--- src/rtl/hib_pkg.sv ---
package hib_pkg;

   typedef enum logic [1:0] {
      ST_RUN      = 2'd0,
      ST_ISOLATE  = 2'd1,
      ST_GATED    = 2'd2,
      ST_WAKE_RST = 2'd3
   } hib_state_e;

   localparam logic [1:0] MODE_HIB = 2'b10;

   localparam int CTRL_ADDR = 0;
   localparam int STAT_ADDR = 1;

   localparam int CTRL_REL_BIT   = 2;
   localparam int STAT_WAKE_BIT  = 0;
   localparam int STAT_ISO_BIT   = 1;
   localparam int STAT_ERR_BIT   = 2;
   localparam int STAT_VIOL_BIT  = 3;

endpackage

--- src/rtl/hib_sync.sv ---
module hib_sync #(
   parameter int   STAGES  = 2,
   parameter logic RST_VAL = 1'b0
) (
   input  logic clk,
   input  logic rst_n,
   input  logic d,
   output logic q
);
   if (STAGES < 2) begin : g_bad_stages
      $error("hib_sync: STAGES must be at least 2");
   end

   logic [STAGES-1:0] chain;

   always_ff @(posedge clk or negedge rst_n) begin
      if (!rst_n) chain <= {STAGES{RST_VAL}};
      else        chain <= {chain[STAGES-2:0], d};
   end

   assign q = chain[STAGES-1];
endmodule

--- src/rtl/hib_fsm.sv ---
module hib_fsm
   import hib_pkg::*;
#(
   parameter int RST_CYC = 16
) (
   input  logic       clk,
   input  logic       rst_n,
   input  logic       enter,
   input  logic       wake,
   output hib_state_e state,
   output logic       wake_evt
);
   localparam int CNT_W = (RST_CYC > 2) ? $clog2(RST_CYC) : 1;

   if (RST_CYC < 2) begin : g_bad_cyc
      $error("hib_fsm: RST_CYC must be at least 2");
   end

   hib_state_e       st;
   logic [CNT_W-1:0] cnt;

   always_ff @(posedge clk or negedge rst_n) begin
      if (!rst_n) begin
         st  <= ST_RUN;
         cnt <= '0;
      end else begin
         case (st)
            ST_RUN:      if (enter) st <= ST_ISOLATE;
            ST_ISOLATE:  st <= ST_GATED;
            ST_GATED:    if (wake) begin
                            st  <= ST_WAKE_RST;
                            cnt <= CNT_W'(RST_CYC - 1);
                         end
            ST_WAKE_RST: if (cnt == '0) st <= ST_RUN;
                         else           cnt <= cnt - 1'b1;
            default:     st <= ST_RUN;
         endcase
      end
   end

   assign state    = st;
   assign wake_evt = (st == ST_GATED) && wake;
endmodule

--- src/rtl/hib_regs.sv ---
module hib_regs
   import hib_pkg::*;
#(
   parameter int DATA_W = 4,
   parameter int ADDR_W = 1
) (
   input  logic              clk,
   input  logic              rst_n,
   input  logic              running,
   input  logic              isolating,
   input  logic              wake_evt,
   input  logic              bus_we,
   input  logic [ADDR_W-1:0] bus_addr,
   input  logic [DATA_W-1:0] bus_wdata,
   output logic [DATA_W-1:0] bus_rdata,
   input  logic              idle_req,
   input  logic              pll_bypassed,
   input  logic              err_evt,
   input  logic              boot_done,
   output logic              enter,
   output logic              iso_q,
   output logic              err_q
);
   if (DATA_W < 4) begin : g_bad_dw
      $error("hib_regs: DATA_W must be at least 4");
   end
   if (ADDR_W < 1) begin : g_bad_aw
      $error("hib_regs: ADDR_W must be at least 1");
   end

   logic [1:0] mode_q;
   logic       wake_q, viol_q;
   logic       attempt, wr_ctrl, wr_stat, release_iso;

   assign attempt     = running && idle_req && (mode_q == MODE_HIB);
   assign enter       = attempt && pll_bypassed;
   assign wr_ctrl     = running && bus_we && (bus_addr == ADDR_W'(CTRL_ADDR));
   assign wr_stat     = running && bus_we && (bus_addr == ADDR_W'(STAT_ADDR));
   assign release_iso = running && ((wr_ctrl && bus_wdata[CTRL_REL_BIT]) || boot_done);

   always_ff @(posedge clk or negedge rst_n) begin
      if (!rst_n) begin
         mode_q <= '0;
         iso_q  <= 1'b0;
         err_q  <= 1'b0;
         wake_q <= 1'b0;
         viol_q <= 1'b0;
      end else begin
         if (wake_evt)     mode_q <= '0;
         else if (wr_ctrl) mode_q <= bus_wdata[1:0];

         if (enter)            iso_q <= 1'b1;
         else if (release_iso) iso_q <= 1'b0;

         if ((enter || isolating) && err_evt) err_q <= 1'b1;
         else if (release_iso && !enter)      err_q <= 1'b0;

         if (wake_evt)                                wake_q <= 1'b1;
         else if (wr_stat && bus_wdata[STAT_WAKE_BIT]) wake_q <= 1'b0;

         if (attempt && !pll_bypassed)                 viol_q <= 1'b1;
         else if (wr_stat && bus_wdata[STAT_VIOL_BIT]) viol_q <= 1'b0;
      end
   end

   always_comb begin
      bus_rdata = '0;
      if (bus_addr == ADDR_W'(CTRL_ADDR)) begin
         bus_rdata[1:0] = mode_q;
      end else if (bus_addr == ADDR_W'(STAT_ADDR)) begin
         bus_rdata[STAT_WAKE_BIT] = wake_q;
         bus_rdata[STAT_ISO_BIT]  = iso_q;
         bus_rdata[STAT_ERR_BIT]  = err_q;
         bus_rdata[STAT_VIOL_BIT] = viol_q;
      end
   end
endmodule

--- src/rtl/hib_seq.sv ---
module hib_seq
   import hib_pkg::*;
#(
   parameter int DATA_W      = 4,
   parameter int ADDR_W      = 1,
   parameter int SYNC_STAGES = 2,
   parameter int RST_CYC     = 16,
   parameter int N_RET       = 2
) (
   input  logic              clk,
   input  logic              rst_n,
   input  logic              bus_we,
   input  logic [ADDR_W-1:0] bus_addr,
   input  logic [DATA_W-1:0] bus_wdata,
   output logic [DATA_W-1:0] bus_rdata,
   input  logic              idle_req,
   input  logic              pll_bypassed,
   input  logic              err_evt,
   input  logic              boot_done,
   input  logic              wake_pin,
   input  logic              ext_rst_n,
   output logic              core_pwr_en,
   output logic [N_RET-1:0]  ret_en,
   output logic              iso_en,
   output logic              err_pin,
   output logic              core_rst_n
);
   if (N_RET < 1) begin : g_bad_ret
      $error("hib_seq: N_RET must be at least 1");
   end

   hib_state_e state;
   logic       wake_s, ext_s, enter, wake_evt, iso_q, err_q;

   hib_sync #(.STAGES(SYNC_STAGES), .RST_VAL(1'b0)) u_wake_sync (
      .clk(clk), .rst_n(rst_n), .d(wake_pin), .q(wake_s));

   hib_sync #(.STAGES(SYNC_STAGES), .RST_VAL(1'b0)) u_xrst_sync (
      .clk(clk), .rst_n(rst_n), .d(ext_rst_n), .q(ext_s));

   hib_fsm #(.RST_CYC(RST_CYC)) u_fsm (
      .clk(clk), .rst_n(rst_n), .enter(enter),
      .wake(wake_s || !ext_s), .state(state), .wake_evt(wake_evt));

   hib_regs #(.DATA_W(DATA_W), .ADDR_W(ADDR_W)) u_regs (
      .clk(clk), .rst_n(rst_n),
      .running(state == ST_RUN), .isolating(state == ST_ISOLATE),
      .wake_evt(wake_evt),
      .bus_we(bus_we), .bus_addr(bus_addr), .bus_wdata(bus_wdata),
      .bus_rdata(bus_rdata),
      .idle_req(idle_req), .pll_bypassed(pll_bypassed), .err_evt(err_evt),
      .boot_done(boot_done), .enter(enter), .iso_q(iso_q), .err_q(err_q));

   for (genvar b = 0; b < N_RET; b++) begin : g_ret
      assign ret_en[b] = (state != ST_RUN);
   end

   assign core_pwr_en = (state != ST_GATED);
   assign iso_en      = iso_q;
   assign err_pin     = err_q;
   assign core_rst_n  = (state == ST_RUN) && ext_s;
endmodule

--- config.mk ---
export PLATFORM = sky130hd
export DESIGN_NAME = hib_seq
export DESIGN_NICKNAME = d
export VERILOG_FILES = /design/src/rtl/hib_pkg.sv /design/src/rtl/hib_sync.sv /design/src/rtl/hib_fsm.sv /design/src/rtl/hib_regs.sv /design/src/rtl/hib_seq.sv
export SDC_FILE = /design/constraint.sdc
export NUM_CORES = 1
export LEC_CHECK = 0
export CORE_UTILIZATION = 43
export CTS_BUF_LIST = sky130_fd_sc_hd__clkbuf_2
export DETAILED_ROUTE_END_ITERATION = 16
export PLACE_DENSITY = 0.76
export SYNTH_ARGS = -nofsm -noshare
export SYNTH_HDL_FRONTEND = slang
export SYNTH_SLANG_ARGS = --single-unit
--- constraint.sdc ---
create_clock -name clk -period 1.5 [get_ports clk]
set_input_delay 0.225 -clock clk [delete_from_list [all_inputs] [get_ports clk]]
set_output_delay 0.225 -clock clk [all_outputs]
set_load 0.01 [all_outputs]
==> reports/qor.txt <==
Max-slew headroom -> 0.797
initial DRC count -> 6
most common cell after layout, fill and taps aside -> dfrtp_1
Final Critical Period -> 1510 ps
row cnt -> 15
Leakage -> 0.616 nW
Die Width -> 45.8 µm
CTS tree -> done
Post-DP Area -> 1160 µm²
Final setup viols -> 1
register area share after synthesis -> 0.486
multi-input logic area -> 470 µm²
met2 track demand over resource -> 0.357
CP max FO -> 7
Num CTS Buffers -> 3
Die Ht -> 45.8 µm
pwr dens -> 1770 nW/µm²
worst slack, placed -> -349 ps
core area -> 1760 µm²
critical path data required time -> 1750 ps
Synth Warn # -> 0
grt ovf -> 0
placed cells -> 136
Setup Crit Path Kind -> flip-flop to flip-flop
drt pass-1 iters -> 3
HP Class -> input pin to async pin
Synth Area per Inst -> 10.4 µm²
CTS sink cnt -> 16
non-filler cells, final -> 148
peak supply drop -> 1.19 mV
port buffer count -> 23
Fin. Hold Viols -> 0
Final Cycle Share -> 1.01
most frequent cells in the layout -> 16 x dfrtp_1, 15 x buf_4, 12 x clkdlybuf4s50_1, 6 x inv_1, 6 x clkbuf_2
RSZ-0062 raised after global routing -> true
Layout Utilization -> 0.740
Hold WS -> 230 ps
Layout Cell Area excl Fill -> 1310 µm²
Nets -> 144
clock buffer depth -> 2
Worst-path clk slew -> 150 ps
die area -> 2100 µm²
Buf+Inv Stages, Crit Path -> 1
# hold bufs at CTS -> 0
Avg Vias per Cell -> 5.03
slowest stage cell, crit path -> dfrtp_1
IO Pins -> 24
Pwr Total -> 2.32 mW
Inserted Diodes -> 0
DRC violations left -> 0
met1 Track Usage GR -> 0.221
clock root buffer -> clkbuf_2
largest net degree at the start of global routing -> 17
CP arrival -> 1750 ps
Pins Over Slew Limit -> 0
multiplexer share of the synthesized area -> 0.0516
crit path cell chain -> inv_1 > ha_2 > nand2b_4 > o311a_4 > and3_4 > o2bb2ai_2
Area Growth Syn to Fin -> 58.4%
Clock Latency Late Sink -> 300 ps
clk_skew -> 2.37 ps
gr busiest metal -> met2
CTS H-tree lvls -> 1
simple-gate area share of the yosys netlist -> 0.178
GRT Util Overall -> 0.198
GPL Wtd Cong -> 0.766
Max-Cap Viols -> 0
drt wl/cell -> 13.5 µm
Fillers -> 131
first-pass GRT wire length -> 2850 µm
fmax -> 663 MHz
slowest cell delay on critical path -> 430 ps
largest family of logic cells by synthesized area -> simple AND/OR/NAND/NOR gates
largest delay contributor family on the critical path -> compound AO/OA/AOI/OAI gates
met3 usage -> 0.0437
synth unique cells -> 30
measured slew at the worst slew-check pin -> 302 ps
Synth Area in XOR/XNOR -> 0
Post-Syn Area -> 825 µm²
Compound-Gate Fraction of Synth Area -> 0.149
FF+latch area -> 400 µm²
Post-Syn Instances -> 79
layout cell share with drive strength beyond 1 -> 0.382
initial core utilization -> 0.467
Yosys reg bits -> 16
final setup margin -> -8.94 ps
Synthesized Nets -> 99
total number of vias -> 745
Adder-Cell Fraction of Synth Area -> 0.0910
status -> complete, but fails checks
Detailed Place HPWL -> 1370 µm
Worst Setup End Kind -> flip-flop
vias in the first global route -> 685
Final ANT Viol Nets -> 0
failing checks -> negative setup slack
Setup TNS -> -8.94 ps
Critical Path Source Type -> flip-flop
initial antenna violation count -> 0
DRT Wirelength -> 2000 µm
==> registers in the layout, summed over array words and instances, names as in the netlist <==
| signal | count |
|---|---|
| u_fsm.state | 2 |
| u_xrst_sync.chain | 2 |
| u_regs.viol_q | 1 |
| u_regs.err_q | 1 |
| u_regs.mode_q | 2 |
| u_fsm.cnt | 4 |
| u_wake_sync.chain | 2 |
| u_regs.wake_q | 1 |
| u_regs.iso_q | 1 |
==> final cells by class <==
cell class              count  area share
inverters                   8      0.0230
multi-input cells          54       0.360
flip-flops and latches     16       0.307
well taps                  25      0.0239
clock buffers               3      0.0115
repair buffers             41       0.272
clock inverters             1     0.00287
==> cell families (layout without fill, tap and decap cells) <==
family / after synthesis / in the layout
AND/OR/NAND/NOR: 27 / 27
flip-flops: 16 / 16
adder cells (fa/ha/maj): 6 / 6
multiplexers: 4 / 4
AO/OA/AOI/OAI: 17 / 17
buffers and inverters: 9 / 53
==> where the power goes <==
group | switching (mW) | leakage, nW | internal [mW]
Sequential | 0.111 | 0.182 | 0.577
Clock | 0.141 | 0.0140 | 0.0579
Combinational | 0.637 | 0.420 | 0.794
==> metal layers <==
layer  share of wire  wire length (µm)
met5               0                 0
met4           0.018                36
met3           0.063               127
met2            0.50              1000
met1            0.42               836
==> cell usage after synthesis <==
| cell type | instances | share of area |
|---|---|---|
| nand2_1 | 4 | 0.018 |
| o32a_1 | 1 | 0.012 |
| mux2i_1 | 2 | 0.024 |
| o22a_1 | 1 | 0.011 |
| and3b_1 | 1 | 0.011 |
| or2_2 | 1 | 0.0076 |
| a31o_2 | 1 | 0.011 |
| and2_1 | 3 | 0.023 |
| nand3_1 | 2 | 0.012 |
| nor3_1 | 1 | 0.0061 |
| o22ai_1 | 1 | 0.0076 |
| dfrtp_1 | 16 | 0.49 |
| a21oi_1 | 4 | 0.024 |
| o311a_4 | 1 | 0.026 |
| nand4_1 | 2 | 0.015 |
| inv_2 | 1 | 0.0045 |
| and3_1 | 3 | 0.023 |
| nand2b_1 | 1 | 0.0076 |
| nor2b_1 | 1 | 0.0076 |
| a21o_1 | 1 | 0.0091 |
| nand3b_1 | 1 | 0.0091 |
| a31oi_1 | 1 | 0.0076 |
| mux2_2 | 2 | 0.027 |
| inv_1 | 7 | 0.032 |
| ha_1 | 6 | 0.091 |
| o2bb2ai_1 | 1 | 0.011 |
| buf_4 | 1 | 0.0091 |
| nor2_1 | 6 | 0.027 |
| and4_1 | 1 | 0.011 |
| o21ai_0 | 5 | 0.030 |
==> repair_timing <==
action,CTS,global route
resized for setup,23,25
endpoints found under the setup margin,13,14
hold endpoints to repair,0,0
gates cloned,0,0
pin swaps,0,4
setup buffers,5,3
==> worst paths after layout <==
| kind | start | to | slack (ps) | depth (start not counted) |
|---|---|---|---|---|
| hold reg to reg | u_wake_sync.chain[0] | u_wake_sync.chain[1] | 370 | 0 |
| max in group asynchronous | rst_n | u_fsm.cnt[0] | 1090 | 2 |
| setup reg to reg | u_fsm.cnt[1] | u_fsm.cnt[3] | -9 | 6 |
| min in group clk | ext_rst_n | u_xrst_sync.chain[0] | 340 | 1 |
| setup / recovery | u_fsm.cnt[1] | u_fsm.cnt[3] | -9 | 6 |
| hold / removal | rst_n | u_regs.mode_q[1] | 230 | 2 |
No activity file was read; power rests on OpenSTA's default activity.
